File: config.mk
export PLATFORM = sky130hd
export DESIGN_NAME = npc_unit
export DESIGN_NICKNAME = d
export VERILOG_FILES = /design/src/rtl/npc_pkg.sv /design/src/rtl/npc_decode.sv /design/src/rtl/npc_target.sv /design/src/rtl/npc_seq.sv /design/src/rtl/npc_unit.sv
export SDC_FILE = /design/constraint.sdc
export NUM_CORES = 1
export LEC_CHECK = 0
export BUFFER_PORTS_ARGS = -buffer_cell sky130_fd_sc_hd__buf_2
export CAP_MARGIN = 15
export CORE_MARGIN = 2
export CORE_UTILIZATION = 45
export CTS_BUF_LIST = sky130_fd_sc_hd__clkbuf_8
export DETAILED_ROUTE_END_ITERATION = 8
export PLACE_DENSITY = 0.72
export SLEW_MARGIN = 20
export SYNTH_ARGS = -nofsm -noshare
export SYNTH_HDL_FRONTEND = slang
export SYNTH_SLANG_ARGS = --single-unit
File: constraint.sdc
create_clock -name clk -period 7.6 [get_ports clk]
set_clock_uncertainty 0.2 [all_clocks]
set_input_delay 1.14 -clock clk [delete_from_list [all_inputs] [get_ports clk]]
set_output_delay 1.14 -clock clk [all_outputs]
set_load 0.01 [all_outputs]
File: src/rtl/npc_pkg.sv
package npc_pkg;

    localparam int XLEN   = 16;
    localparam int RIDX_W = 3;
    localparam int VEC_W  = 8;
    localparam int OFF_W  = 9;

    localparam logic [3:0] OPC_BRANCH = 4'b0000;
    localparam logic [3:0] OPC_JUMP   = 4'b1100;
    localparam logic [3:0] OPC_SVC    = 4'b1111;

    typedef enum logic [1:0] {
        K_SEQ,
        K_BRANCH,
        K_JUMP,
        K_SVC
    } xfer_kind_e;

    typedef enum logic {
        ST_IDLE,
        ST_WAIT
    } seq_state_e;

    typedef struct packed {
        xfer_kind_e             kind;
        logic                   take;
        logic [RIDX_W-1:0]      base;
        logic [VEC_W-1:0]       vec;
        logic [XLEN-1:0]        offs;
    } xfer_dec_t;

    function automatic logic [XLEN-1:0] sext_off(input logic [OFF_W-1:0] f);
        return {{(XLEN-OFF_W){f[OFF_W-1]}}, f};
    endfunction

    function automatic logic [XLEN-1:0] zext_vec(input logic [VEC_W-1:0] v);
        return {{(XLEN-VEC_W){1'b0}}, v};
    endfunction

endpackage

File: src/rtl/npc_decode.sv
module npc_decode
    import npc_pkg::*;
(
    input  logic [XLEN-1:0] instr,
    input  logic [2:0]      flags,
    output xfer_dec_t       dec
);
    logic [3:0] opc;
    logic [2:0] mask;

    always_comb begin
        opc        = instr[XLEN-1 -: 4];
        mask       = instr[11:9];
        dec.base   = instr[8:6];
        dec.vec    = instr[VEC_W-1:0];
        dec.offs   = sext_off(instr[OFF_W-1:0]);
        dec.take   = (mask == 3'b111) || ((mask & flags) != 3'b000);
        unique case (opc)
            OPC_BRANCH: dec.kind = K_BRANCH;
            OPC_JUMP:   dec.kind = K_JUMP;
            OPC_SVC:    dec.kind = K_SVC;
            default:    dec.kind = K_SEQ;
        endcase
    end
endmodule

File: src/rtl/npc_target.sv
module npc_target
    import npc_pkg::*;
(
    input  logic [XLEN-1:0] cur_pc,
    input  xfer_kind_e      kind,
    input  logic            take,
    input  logic [XLEN-1:0] offs,
    input  logic [XLEN-1:0] base_val,
    output logic [XLEN-1:0] seq_pc,
    output logic [XLEN-1:0] tgt_pc
);
    always_comb begin
        seq_pc = cur_pc + XLEN'(1);
        unique case (kind)
            K_BRANCH: tgt_pc = take ? (seq_pc + offs) : seq_pc;
            K_JUMP:   tgt_pc = base_val;
            default:  tgt_pc = seq_pc;
        endcase
    end
endmodule

File: src/rtl/npc_seq.sv
module npc_seq
    import npc_pkg::*;
#(
    parameter logic [XLEN-1:0] RESET_PC = 16'h3000
) (
    input  logic             clk,
    input  logic             rst,
    input  logic             issue,
    input  xfer_kind_e       kind,
    input  logic [VEC_W-1:0] vec,
    input  logic [XLEN-1:0]  seq_pc,
    input  logic [XLEN-1:0]  tgt_pc,
    input  logic             mem_rvalid,
    input  logic [XLEN-1:0]  mem_rdata,
    output logic [XLEN-1:0]  pc_q,
    output logic             done_q,
    output logic             mem_req,
    output logic [XLEN-1:0]  mem_addr,
    output logic             lnk_we_q,
    output logic [XLEN-1:0]  lnk_data_q
);
    seq_state_e       st;
    logic [VEC_W-1:0] vec_q;

    always_ff @(posedge clk) begin
        if (rst) begin
            st         <= ST_IDLE;
            pc_q       <= RESET_PC;
            done_q     <= 1'b0;
            lnk_we_q   <= 1'b0;
            lnk_data_q <= '0;
            vec_q      <= '0;
        end else begin
            done_q   <= 1'b0;
            lnk_we_q <= 1'b0;
            unique case (st)
                ST_IDLE: begin
                    if (issue) begin
                        if (kind == K_SVC) begin
                            st         <= ST_WAIT;
                            vec_q      <= vec;
                            lnk_we_q   <= 1'b1;
                            lnk_data_q <= seq_pc;
                        end else begin
                            pc_q   <= tgt_pc;
                            done_q <= 1'b1;
                        end
                    end
                end
                ST_WAIT: begin
                    if (mem_rvalid) begin
                        pc_q   <= mem_rdata;
                        done_q <= 1'b1;
                        st     <= ST_IDLE;
                    end
                end
                default: st <= ST_IDLE;
            endcase
        end
    end

    assign mem_req  = (st == ST_WAIT);
    assign mem_addr = zext_vec(vec_q);
endmodule

File: src/rtl/npc_unit.sv
module npc_unit
    import npc_pkg::*;
#(
    parameter logic [XLEN-1:0]   RESET_PC = 16'h3000,
    parameter logic [RIDX_W-1:0] LINK_REG = 3'd7
) (
    input  logic              clk,
    input  logic              rst,
    input  logic              issue,
    input  logic [XLEN-1:0]   instr,
    input  logic              flag_n,
    input  logic              flag_z,
    input  logic              flag_p,
    output logic [RIDX_W-1:0] rf_addr,
    input  logic [XLEN-1:0]   rf_data,
    output logic              mem_req,
    output logic [XLEN-1:0]   mem_addr,
    input  logic              mem_rvalid,
    input  logic [XLEN-1:0]   mem_rdata,
    output logic [XLEN-1:0]   pc,
    output logic              done,
    output logic              lnk_we,
    output logic [RIDX_W-1:0] lnk_addr,
    output logic [XLEN-1:0]   lnk_data
);
    xfer_dec_t       dec;
    logic [XLEN-1:0] seq_pc;
    logic [XLEN-1:0] tgt_pc;

    npc_decode u_dec (
        .instr (instr),
        .flags ({flag_n, flag_z, flag_p}),
        .dec   (dec)
    );

    npc_target u_tgt (
        .cur_pc   (pc),
        .kind     (dec.kind),
        .take     (dec.take),
        .offs     (dec.offs),
        .base_val (rf_data),
        .seq_pc   (seq_pc),
        .tgt_pc   (tgt_pc)
    );

    npc_seq #(.RESET_PC(RESET_PC)) u_seq (
        .clk        (clk),
        .rst        (rst),
        .issue      (issue),
        .kind       (dec.kind),
        .vec        (dec.vec),
        .seq_pc     (seq_pc),
        .tgt_pc     (tgt_pc),
        .mem_rvalid (mem_rvalid),
        .mem_rdata  (mem_rdata),
        .pc_q       (pc),
        .done_q     (done),
        .mem_req    (mem_req),
        .mem_addr   (mem_addr),
        .lnk_we_q   (lnk_we),
        .lnk_data_q (lnk_data)
    );

    assign rf_addr  = dec.base;
    assign lnk_addr = LINK_REG;
endmodule

# [Word level (Yosys, flattened, before mapping)]
# Cells that the tools add are included.
[classes] n_addsub=2 eq_ne=9 mux=15 bitwise=2 n_reduce_logical=6
[ops] operator="$mux W16" n=4
[ops] operator="$pmux W16 S2" n=2
[ops] operator="$add A16 B1 Y16 const B" n=1
[ops] operator="$add A16 B16 Y16" n=1
[ops] operator="$eq A4 B4 Y1 const B" n=2
[ops] operator="$mux W1" n=6
[ops] operator="$ne A2 B2 Y1 const B" n=3
[ops] operator="$pmux W2 S3" n=1
[ops] operator="$reduce_and A3 Y1" n=2
[ops] operator="$eq A2 B2 Y1 const B" n=2
[ops] operator="$logic_not A4 Y1" n=1
[ops] operator="$pmux W1 S2" n=2
[ops] operator="$and A3 B3 Y3" n=1
[ops] operator="$eq A3 B3 Y1 const B" n=1
[ops] operator="$reduce_bool A3 Y1" n=1
[ops] operator="$eq A2 B1 Y1 const B" n=1
[ops] operator="$reduce_or A2 Y1" n=1
[ops] operator="$logic_or A1 B1 Y1" n=1
[ops] operator="$not A1 Y1" n=1
[word_totals] regBits=43 inputBits=55 out_inout_bits=57 word_cells=40

# [Depth between registers and ports, before layout]
# Gate-level depths: netlist (run 1).
[logic_depth] word_depth=8 ltp_mapped=14 depth_no_buf=13

# [By module]
# A second synthesis (run 1) with hierarchy kept.
[unflattened] hier_cells=456 hier_area_um2=3598.5
[modules_own_cells] mod="npc_seq" instances=1 cells_each=210 area_each_um2=1856.8 seq_area_each_um2=860.8
[modules_own_cells] mod="npc_target" instances=1 cells_each=206 area_each_um2=1458.9 seq_area_each_um2=0.0
[modules_own_cells] mod="npc_decode" instances=1 cells_each=36 area_each_um2=256.5 seq_area_each_um2=0.0
[modules_own_cells] mod="npc_unit" instances=1 cells_each=4 area_each_um2=26.3 seq_area_each_um2=0.0

# [Worst setup path after synthesis (run 1)]
# OpenSTA, ideal clock, no wires.
[synth_timing] path_kind="in2reg" from="in instr[12]" to="reg u_seq.pc_q[15]" setup_time_ns=0.062 arrival_ns=3.193 required_time_ns=7.338 path_slack_ns=4.145 cell_stages=12 n_path_buf=1 path_cell_list="or4_1 > and2_1 > inv_1 > ha_1 > or3b_1 > buf_6 > and2_0 > nand2_1 > a21oi_2 > nand4_1 > or3_1 > nand3_1"
[synth_between] elab_chain_len=7 word_cells_on_any_way=13 classes_between="eq/ne: 6; mux: 5; reduce/logical: 2"
[synth_lines] element="start: declaration" line_no="npc_unit.sv:10" text="input logic [XLEN-1:0] instr,"
[synth_lines] element="$eq A4 B4 Y1 / $logic_not A4 Y1 (equally long branches)" line_no="npc_decode.sv:18" text="unique case (opc)"
[synth_lines] element="$pmux W2 S3 (*)" line_no="npc_decode.sv:18"
[synth_lines] element="$eq A2 B2 Y1 / $eq A2 B1 Y1 (equally long branches)" line_no="npc_target.sv:14" text="unique case (kind)"
[synth_lines] element="$pmux W16 S2" line_no="npc_target.sv:14"
[synth_lines] element="$mux W16" line_no="npc_seq.sv:39" text="if (kind == K_SVC) begin"
[synth_lines] element="$mux W16" line_no="npc_seq.sv:38" text="if (issue) begin"
[synth_lines] element="$pmux W16 S2" line_no="npc_seq.sv:36" text="unique case (st)"
[synth_lines] element="end signal: assignment" line_no="npc_seq.sv:45" text="pc_q <= tgt_pc;"
[synth_lines] element="end signal: assignment" line_no="npc_seq.sv:52" text="pc_q <= mem_rdata;"
[synth_lines] element="end: declaration" line_no="npc_seq.sv:15" text="output logic [XLEN-1:0] pc_q,"
# Every way passes the cells marked *; elsewhere a longest branch is shown, timed or not. The select of a mux whose other input is x is not followed.
# A chain may end at the register's enable or synchronous reset.

# [Final worst setup path (run 1)]
# Ends and elaborated chain as after synthesis.

==> results of run 1 <==
-- area by class of cell --
| cell class | count | area (um^2) | share of cell area [%] |
|---|---|---|---|
| repair buffers | 102 | 515 | 13.0 |
| clock buffers | 5 | 68.8 | 1.74 |
| inverters | 18 | 67.6 | 1.71 |
| well taps | 99 | 124 | 3.13 |
| clock inverters | 3 | 43.8 | 1.11 |
| multi-input cells | 365 | 2270 | 57.5 |
| flip-flops and latches | 43 | 861 | 21.8 |
-- final timing paths --
| kind | end | slack [ns] | cells after the start |
|---|---|---|---|
| worst min-delay path | u_seq.vec_q[3]$_SDFFE_PP0P_ | 0.26 | 2 |
| worst max register to register | u_seq.pc_q[9]$_SDFFE_PP0P_ | 4.02 | 11 |
| worst min register to register | u_seq.vec_q[3]$_SDFFE_PP0P_ | 0.26 | 2 |
| worst max-delay path | u_seq.pc_q[15]$_SDFFE_PP0P_ | 3.56 | 12 |
-- per-stage QoR --
step / hold WS (ns) / util [%]
2_1_floorplan: 0.281 / -
3_3_place_gp: 0.241 / 53.0
3_5_place_dp: 0.248 / 53.0
4_1_cts: 0.262 / 54.5
5_1_grt: 0.276 / 54.5
6_report: 0.265 / 54.5
-- worst max-delay path: stages --
cell and delay [ns]:
buf_2 0.11, or4_1 0.50, and2_1 0.19, inv_1 0.08, ha_1 0.18, or3b_1 0.34, and2_0 0.66, nand2_1 0.16
a21oi_2 0.19, nand4_1 0.12, or3_1 0.34, nand3_1 0.08
-- where the power goes --
group	leakage [nW]	internal, mW	switching (mW)
logic	1.37	0.0644	0.100
registers	0.349	0.232	0.0105
clock network	0.0581	0.0980	0.0866
total	1.77	0.394	0.197
-- logic make-up (layout without fill, tap and decap cells) --
family / count (synthesis) / after routing / share of synthesized area, %
XOR/XNOR: 24 / 24 / 6.87
AO/OA/AOI/OAI: 131 / 131 / 24.8
adder cells (fa/ha/maj): 24 / 24 / 9.09
other: 2 / 11 / 0.222
flip-flops: 43 / 43 / 25.4
AND/OR/NAND/NOR: 173 / 173 / 24.5
buffers and inverters: 56 / 128 / 8.43
multiplexers: 2 / 2 / 0.628
-- layer usage --
metal	up-vias	track usage [%]	part of all wire [%]
li1	1752	-	-
met1	1638	33.9	47
met2	142	41.0	45
met3	12	2.84	6.0
met4	0	6.79	1.4
met5	-	0	0
-- cells in the mapped netlist, drive strengths merged, types with 2 or more instances --
cell type	count	area, um^2
a21o	5	37.5
o21a	3	22.5
o22ai	2	12.5
nand2b	6	37.5
buf	23	161
clkbuf	15	56.3
o21ai	27	139
o221ai	5	43.8
a2bb2oi	2	17.5
and2	4	25.0
and3	7	43.8
nor2b	6	37.5
a221oi	5	50.0
nand2	58	234
nand4	5	31.3
ha	23	288
a221o	3	30.0
conb	2	7.51
dfxtp	43	861
or3	4	30.0
xor2	12	113
o31ai	4	30.0
and4	2	20.0
nor3	15	75.1
nor2	44	168
inv	18	67.6
nand3	18	95.1
a21oi	50	254
xnor2	12	120
o211ai	3	22.5
a211oi	12	90.1
a31oi	2	12.5
-- placed cells by master, fill, tap and decap left out, types with 7 or more instances in the layout --
cell type and n:
and3_1 7, o21ai_0 24, xor2_1 11, a211oi_1 12, conb_1 11, buf_2 100, dfxtp_1 43, nand3_1 17
nor3_1 15, nand2_1 57, inv_1 18, xnor2_1 10, ha_1 23, a21oi_1 49, nor2_1 43
-- state kept, by name, summed over array words and instances, names as in the netlist --
register and flops:
u_seq.vec_q 8, u_seq.pc_q 16, u_seq.lnk_we_q 1, u_seq.mem_req 1, u_seq.lnk_data_q 16, u_seq.done_q 1
==> results.cfg, run 1 <==
[status]
status = complete, no violations

[global_route]
grt_pass1_vias = 3328
antenna_found_initial = 0
overflow = 0
grt_max_degree = 45
grt_pass1_wl_mm = 16.5
grtUsageTotal_pct = 24.7

[clock_network]
cts_tree = built
clkSinkCount = 43
clk_pin_slew_worst_paths_ns = 0.09
clockRootBuffer = clkbuf_8
ctsResizeCount = 0
clockBufferDepth = 2
cts_buffers = 5
cts_setup_buffers = 0
htreeDepth = 2
cts_hold_buf = 0
clk_latency_ns = 0.30

[drt]
wirelength_mm = 10.5
drt_iter0_markers = 296
vias = 3544
drc = 0
vias_per_cell = 5.58
wl_per_cell_um = 16.5
drt_first_pass_iters = 5
final_antenna_net_count = 0

[placed_design]
placedCellCount = 627
dp_slack_ns = 3.28
dpl.hpwl_mm = 8.20
globalplace.congestion = 0.938
place_area_um2 = 3840
numPortBuffers = 100

[power_and_ir_drop]
power.total_mw = 0.592
powerDensity_nw_per_um2 = 150
ir_drop_v = 0.0000807
p_leak_nw = 1.77

[setup_path]
arrival_ns = 4.09
worstSetupStartpointType = input port
startpoint = instr[12]
crit_fanout = 14
required_ns = 7.65
path_class = input port to register
cp-end-kind = register
r2r-start = u_seq.pc_q[0]$_SDFFE_PP0P_

[logic_synthesis]
synth_cells = 455
ys_seq_area_share_pct = 25.4
synth_flop_cell = dfxtp_1
async_flop_share_pct = 0
synth-seq-cells = 43
synth_area_um2 = 3390
syn_avg_cell_area_um2 = 7.44
synth_edf_count = 0
ys_warn_count = 0
synth_cell_type_count = 62

[timing]
hold_viol = 0
min_period_over_period_pct = 53.2
fin_crit_ns = 4.04
fmax_mhz = 247
slew_headroom_pct = 29.5
setup_viol = 0
tightest_slew_ns = 1.06
fin_tns_setup_ns = 0
setup_ws_ns = 3.56
finalMaxSlewViolations = 0
rsz0062_at_grt = no

[finish]
areaGrowthSynthToFinish_pct = 16.8
n_antenna_cell = 0
postLayoutCellArea_um2 = 3950
nets = 614
drive_gt1_share_pct = 22.9
fillCellCount = 749
fin_cells = 635

[floorplan]
initial_utilization_pct = 46.7
row_count = 31
die_w_um = 90.7
core_um2 = 7250
dieArea_um2 = 8230
ioPinCount = 112
die_y_um = 90.7

[flow_run]
drv_cap = 0

[min_path]
hold_start = u_seq.vec_q[3]$_SDFFE_PP0P_
hold_path.class = register to register
Note: power is estimated with default switching activity, not from simulation.
==> run 2, diff against run 1 <==
- clock period: 7.6 -> 3.85 ns (I/O delays scaled with it)
==> run 2 against run 1 <==
Die area unchanged; wire length grew 1.8%; first-iteration DRC count rose by 18%; critical path depth down 1; cell area grew 1.9%; sequential power rose by 98%; global-route usage rose by 0.60 points; sequential cell count unchanged.
==> results.cfg, run 2 (synthesized netlist as in run 1, its figures left out) <==
[status]
status = complete, no violations

[power_and_ir_drop]
ir_drop_v = 0.000133
p_leak_nw = 1.83
powerDensity_nw_per_um2 = 292

[drt]
highest_layer = met4
vias_per_cell = 5.64
vias = 3637
drt_iter0_markers = 350
wirelength_mm = 10.7
drc = 0
wl_met3_um = 908
final_antenna_net_count = 0
wl_per_cell_um = 16.5
drt_first_pass_iters = 6
dr_wl_met2_mm = 4.69
met1Wirelength_mm = 4.93

[global_route]
overflow = 0
grtUsageTotal_pct = 25.3
antenna_found_initial = 0
grt_max_degree = 45
grt_pass1_vias = 3243
grt_pass1_wl_mm = 16.8

[finish]
final_common_cell = buf_2
areaGrowthSynthToFinish_pct = 19.0
fillCellCount = 742
layout_common_cells = buf_2, nand2_1, a21oi_1
reg_top3 = u_seq.lnk_data_q x16, u_seq.pc_q x16, u_seq.vec_q x8
nets = 624
register_area_um2 = 861
drive_gt1_share_pct = 24.4
n_antenna_cell = 0
multiInputGateArea_um2 = 2270

[clock_network]
cts_buffers = 5
clk_pin_slew_worst_paths_ns = 0.09
clockBufferDepth = 2
clk_latency_ns = 0.30
cts_hold_buf = 0
cts_tree = built
clockRootBuffer = clkbuf_8
ctsResizeCount = 0
htreeDepth = 2
cts_setup_buffers = 0
clkSinkCount = 43

[timing]
tightest_slew_ns = 0.887
hold_slack_ns = 0.255
fmax_mhz = 302
hold_viol = 0
rsz0062_at_grt = no
setup_viol = 0
slew_headroom_pct = 40.7
min_period_over_period_pct = 86.0
finalMaxSlewViolations = 0
fin_tns_setup_ns = 0
fin_crit_ns = 3.31

[floorplan]
ioPinCount = 112
row_count = 31
die_w_um = 90.7
initial_utilization_pct = 46.7
dieArea_um2 = 8230
core_um2 = 7250
die_y_um = 90.7

[setup_path]
crit_slowest_cell = dfxtp_1
worstSetupStartpointType = register
critPathBufInv = 0
cp-end-kind = register
crit_chain = ha_1 > nand3_1 > xnor2_1 > ha_1 > a21oi_1 > o21ai_0 > a41oi_2 > o21ai_0 > xnor2_1 > or3_1 > nand3_1
cp_slowest_stage_delay_ns = 0.51
crit_fanout = 9
reg2regPathDepth = 11
crit_family = compound AO/OA/AOI/OAI gates
required_ns = 3.90
arrival_ns = 3.36
path_depth = 11
path_class = register to register

[placed_design]
dpl.hpwl_mm = 8.38
numPortBuffers = 100
globalplace.congestion = 0.913

[min_path]
hold_path.class = register to register
whs_path_depth = 2

[flow_run]
drv_cap = 0
==> run 2: cell count changes in the layout (fill, tap and decap cells not counted) <==
| cell | delta |
|---|---|
| buf_4 | +10 |
==> run 2: layer usage <==
layer | vias up | global-route usage (%)
met5 | - | 0
met3 | 14 | 4.42
met2 | 154 | 38.7
met1 | 1692 | 36.9
li1 | 1777 | -
met4 | 0 | 6.15
==> run 2: power by group <==
group	switching, mW	internal (mW)	leakage, nW
registers	0.0212	0.458	0.349
clock network	0.170	0.193	0.0581
logic	0.198	0.135	1.42
total	0.389	0.786	1.83
==> run 2: worst paths after layout <==
| check | start | to | slack (ns) |
|---|---|---|---|
| setup reg to reg | u_seq.pc_q[0]$_SDFFE_PP0P_ | u_seq.pc_q[15]$_SDFFE_PP0P_ | 0.54 |
| hold / removal | u_seq.vec_q[0]$_SDFFE_PP0P_ | u_seq.vec_q[0]$_SDFFE_PP0P_ | 0.26 |
| hold reg to reg | u_seq.vec_q[0]$_SDFFE_PP0P_ | u_seq.vec_q[0]$_SDFFE_PP0P_ | 0.26 |
| setup / recovery | u_seq.pc_q[0]$_SDFFE_PP0P_ | u_seq.pc_q[15]$_SDFFE_PP0P_ | 0.54 |
==> run 2: cell type report <==
cell class	count	share of cell area, %
multi-input combinational	365	56.4
sequential	43	21.4
timing repair buffer	112	14.7
tap	99	3.07
clock buffer	5	1.71
inverter	18	1.68
clock inverter	3	1.09
==> run 2: stage by stage <==
step	std cells	setup WS [ns]	utilization, %	cell area [um^2]	total power, mW
floorplan	464	0.924	-	3420	0.711
global placement	637	0.447	54.0	3920	0.814
detailed placement	637	0.496	54.0	3920	0.816
CTS	645	0.589	55.5	4030	1.18
global route	645	0.296	55.5	4030	1.24
finish	645	0.539	55.5	4030	1.18
==> run 2: worst min-delay path, cell delays in order (launching register included) <==
cell	delay, ns
dfxtp_1	0.31
nand2_1	0.05
a21oi_1	0.05
==> run 3, diff against run 2 <==
- GPL_TIMING_DRIVEN: not set -> 0
- PLACE_DENSITY: 0.72 -> 0.75
==> run 3 against run 2 <==
Sequential cell count did not move; via count up 1.6%; global-route usage is 0.64 points higher; first-iteration DRC count shrank 18%; clock power rose by 2%; setup slack worse by 0.30 ns; combinational power up 4%; non-clock buffer count grew 25; largest power group unchanged.
==> results.cfg, run 3 (synthesized netlist as in run 1, its figures left out) <==
[finish]
register_area_um2 = 861
final_common_cell = buf_2
nets = 649
drive_gt1_share_pct = 24.9
reg_top3 = u_seq.lnk_data_q x16, u_seq.pc_q x16, u_seq.vec_q x8
areaGrowthSynthToFinish_pct = 22.6
layout_common_cells = buf_2, nand2_1, a21oi_1
postLayoutCellArea_um2 = 4150
fillCellCount = 734
multiInputGateArea_um2 = 2270
n_antenna_cell = 0

[clock_network]
clkSinkCount = 43
cts_buffers = 5
clk_pin_slew_worst_paths_ns = 0.09
htreeDepth = 2
clockRootBuffer = clkbuf_8
ctsResizeCount = 0
clockBufferDepth = 2
cts_tree = built
clk_latency_ns = 0.31
cts_hold_buf = 0
cts_setup_buffers = 0

[power_and_ir_drop]
ir_drop_v = 0.000158
power.total_mw = 1.19
p_leak_nw = 1.89
powerDensity_nw_per_um2 = 287

[drt]
drt_first_pass_iters = 5
wirelength_mm = 11.0
highest_layer = met4
dr_wl_met2_mm = 4.97
vias_per_cell = 5.52
drt_iter0_markers = 288
vias = 3697
met1Wirelength_mm = 5.09
final_antenna_net_count = 0
wl_met3_um = 750
drc = 0
wl_per_cell_um = 16.4

[placed_design]
place_area_um2 = 4040
numPortBuffers = 99
dp_slack_ns = 0.380
dpl.hpwl_mm = 8.79
globalplace.congestion = 0.888

[min_path]
hold_path.class = register to register

[setup_path]
crit_top_cell = ha_1
path_class = register to register
arrival_ns = 3.63
worstSetupStartpointType = register
crit_slowest_cell = dfxtp_1
crit_family = compound AO/OA/AOI/OAI gates
cp_slowest_stage_delay_ns = 0.53
cp-end-kind = register
crit_chain = ha_1 > xor2_1 > ha_1 > nor2b_1 > o21ai_1 > a211oi_1 > nor2_1 > o31ai_1 > mux2_2 > o22ai_1
crit_fanout = 8
required_ns = 3.87
critPathBufInv = 0

[floorplan]
initial_utilization_pct = 46.7
die_w_um = 90.7
core_um2 = 7250
ioPinCount = 112
die_y_um = 90.7
dieArea_um2 = 8230
row_count = 31

[status]
status = complete, no violations

[global_route]
grt_pass1_vias = 3339
grt_max_degree = 15
grt_pass1_wl_mm = 17.2
grtUsageTotal_pct = 26.0
overflow = 0
antenna_found_initial = 0

[timing]
fin_crit_ns = 3.61
tightest_slew_ns = 0.574
finalMaxSlewViolations = 0
setup_ws_ns = 0.243
slew_headroom_pct = 61.7
rsz0062_at_grt = no
hold_viol = 0
fmax_mhz = 277
fin_tns_setup_ns = 0
min_period_over_period_pct = 93.7
setup_viol = 0

[flow_run]
drv_cap = 0
-- run 3: cell count changes in the layout (fill, tap and decap cells not counted), sizes merged --
cell,delta
buf,+10
clkbuf,+15
-- run 3: metal layers --
metal | global-route usage (%) | up-vias
met5 | 0 | -
met4 | 5.90 | 0
met3 | 3.17 | 17
met2 | 41.1 | 156
met1 | 37.6 | 1697
li1 | - | 1827
-- run 3: worst register-to-register path: stages (launching register included) --
cell and delay [ns]:
dfxtp_1 0.53, ha_1 0.34, xor2_1 0.46, ha_1 0.25, nor2b_1 0.20, o21ai_1 0.13, a211oi_1 0.41, nor2_1 0.17
o31ai_1 0.31, mux2_2 0.40, o22ai_1 0.14
-- run 3: power by group --
| group | switching [mW] | internal [mW] | leakage, nW | total (mW) |
|---|---|---|---|---|
| clock | 0.176 | 0.194 | 0.0581 | 0.369 |
| combinational | 0.206 | 0.140 | 1.48 | 0.346 |
| sequential | 0.0205 | 0.458 | 0.349 | 0.479 |
-- run 3: area by class of cell --
class	count	area share, %
multi-input cells	365	54.8
flip-flops and latches	43	20.7
repair buffers	99	11.9
plain buffers	38	5.24
well taps	99	2.98
clock buffers	5	1.66
inverters	18	1.63
clock inverters	3	1.05
-- run 3: worst paths after layout --
| check | startpoint | to | slack (ns) | cells after the start |
|---|---|---|---|---|
| worst min register to register | u_seq.lnk_data_q[0]$_SDFFE_PP0P_ | u_seq.lnk_data_q[0]$_SDFFE_PP0P_ | 0.26 | 2 |
| worst max register to register | u_seq.pc_q[1]$_SDFFE_PP0P_ | u_seq.pc_q[14]$_SDFFE_PP0P_ | 0.24 | 10 |
| worst max-delay path | u_seq.pc_q[1]$_SDFFE_PP0P_ | u_seq.pc_q[14]$_SDFFE_PP0P_ | 0.24 | 10 |
| worst min-delay path | u_seq.lnk_data_q[0]$_SDFFE_PP0P_ | u_seq.lnk_data_q[0]$_SDFFE_PP0P_ | 0.26 | 2 |
-- run 3: stage by stage --
stage                     hold slack [ns]  std cells  util, %
after floorplan                     0.281        464        -
after global placement              0.242        662     55.7
after detailed placement            0.251        662     55.7
after CTS                           0.265        670     57.2
after global routing                0.275        670     57.2
final                               0.261        670     57.2
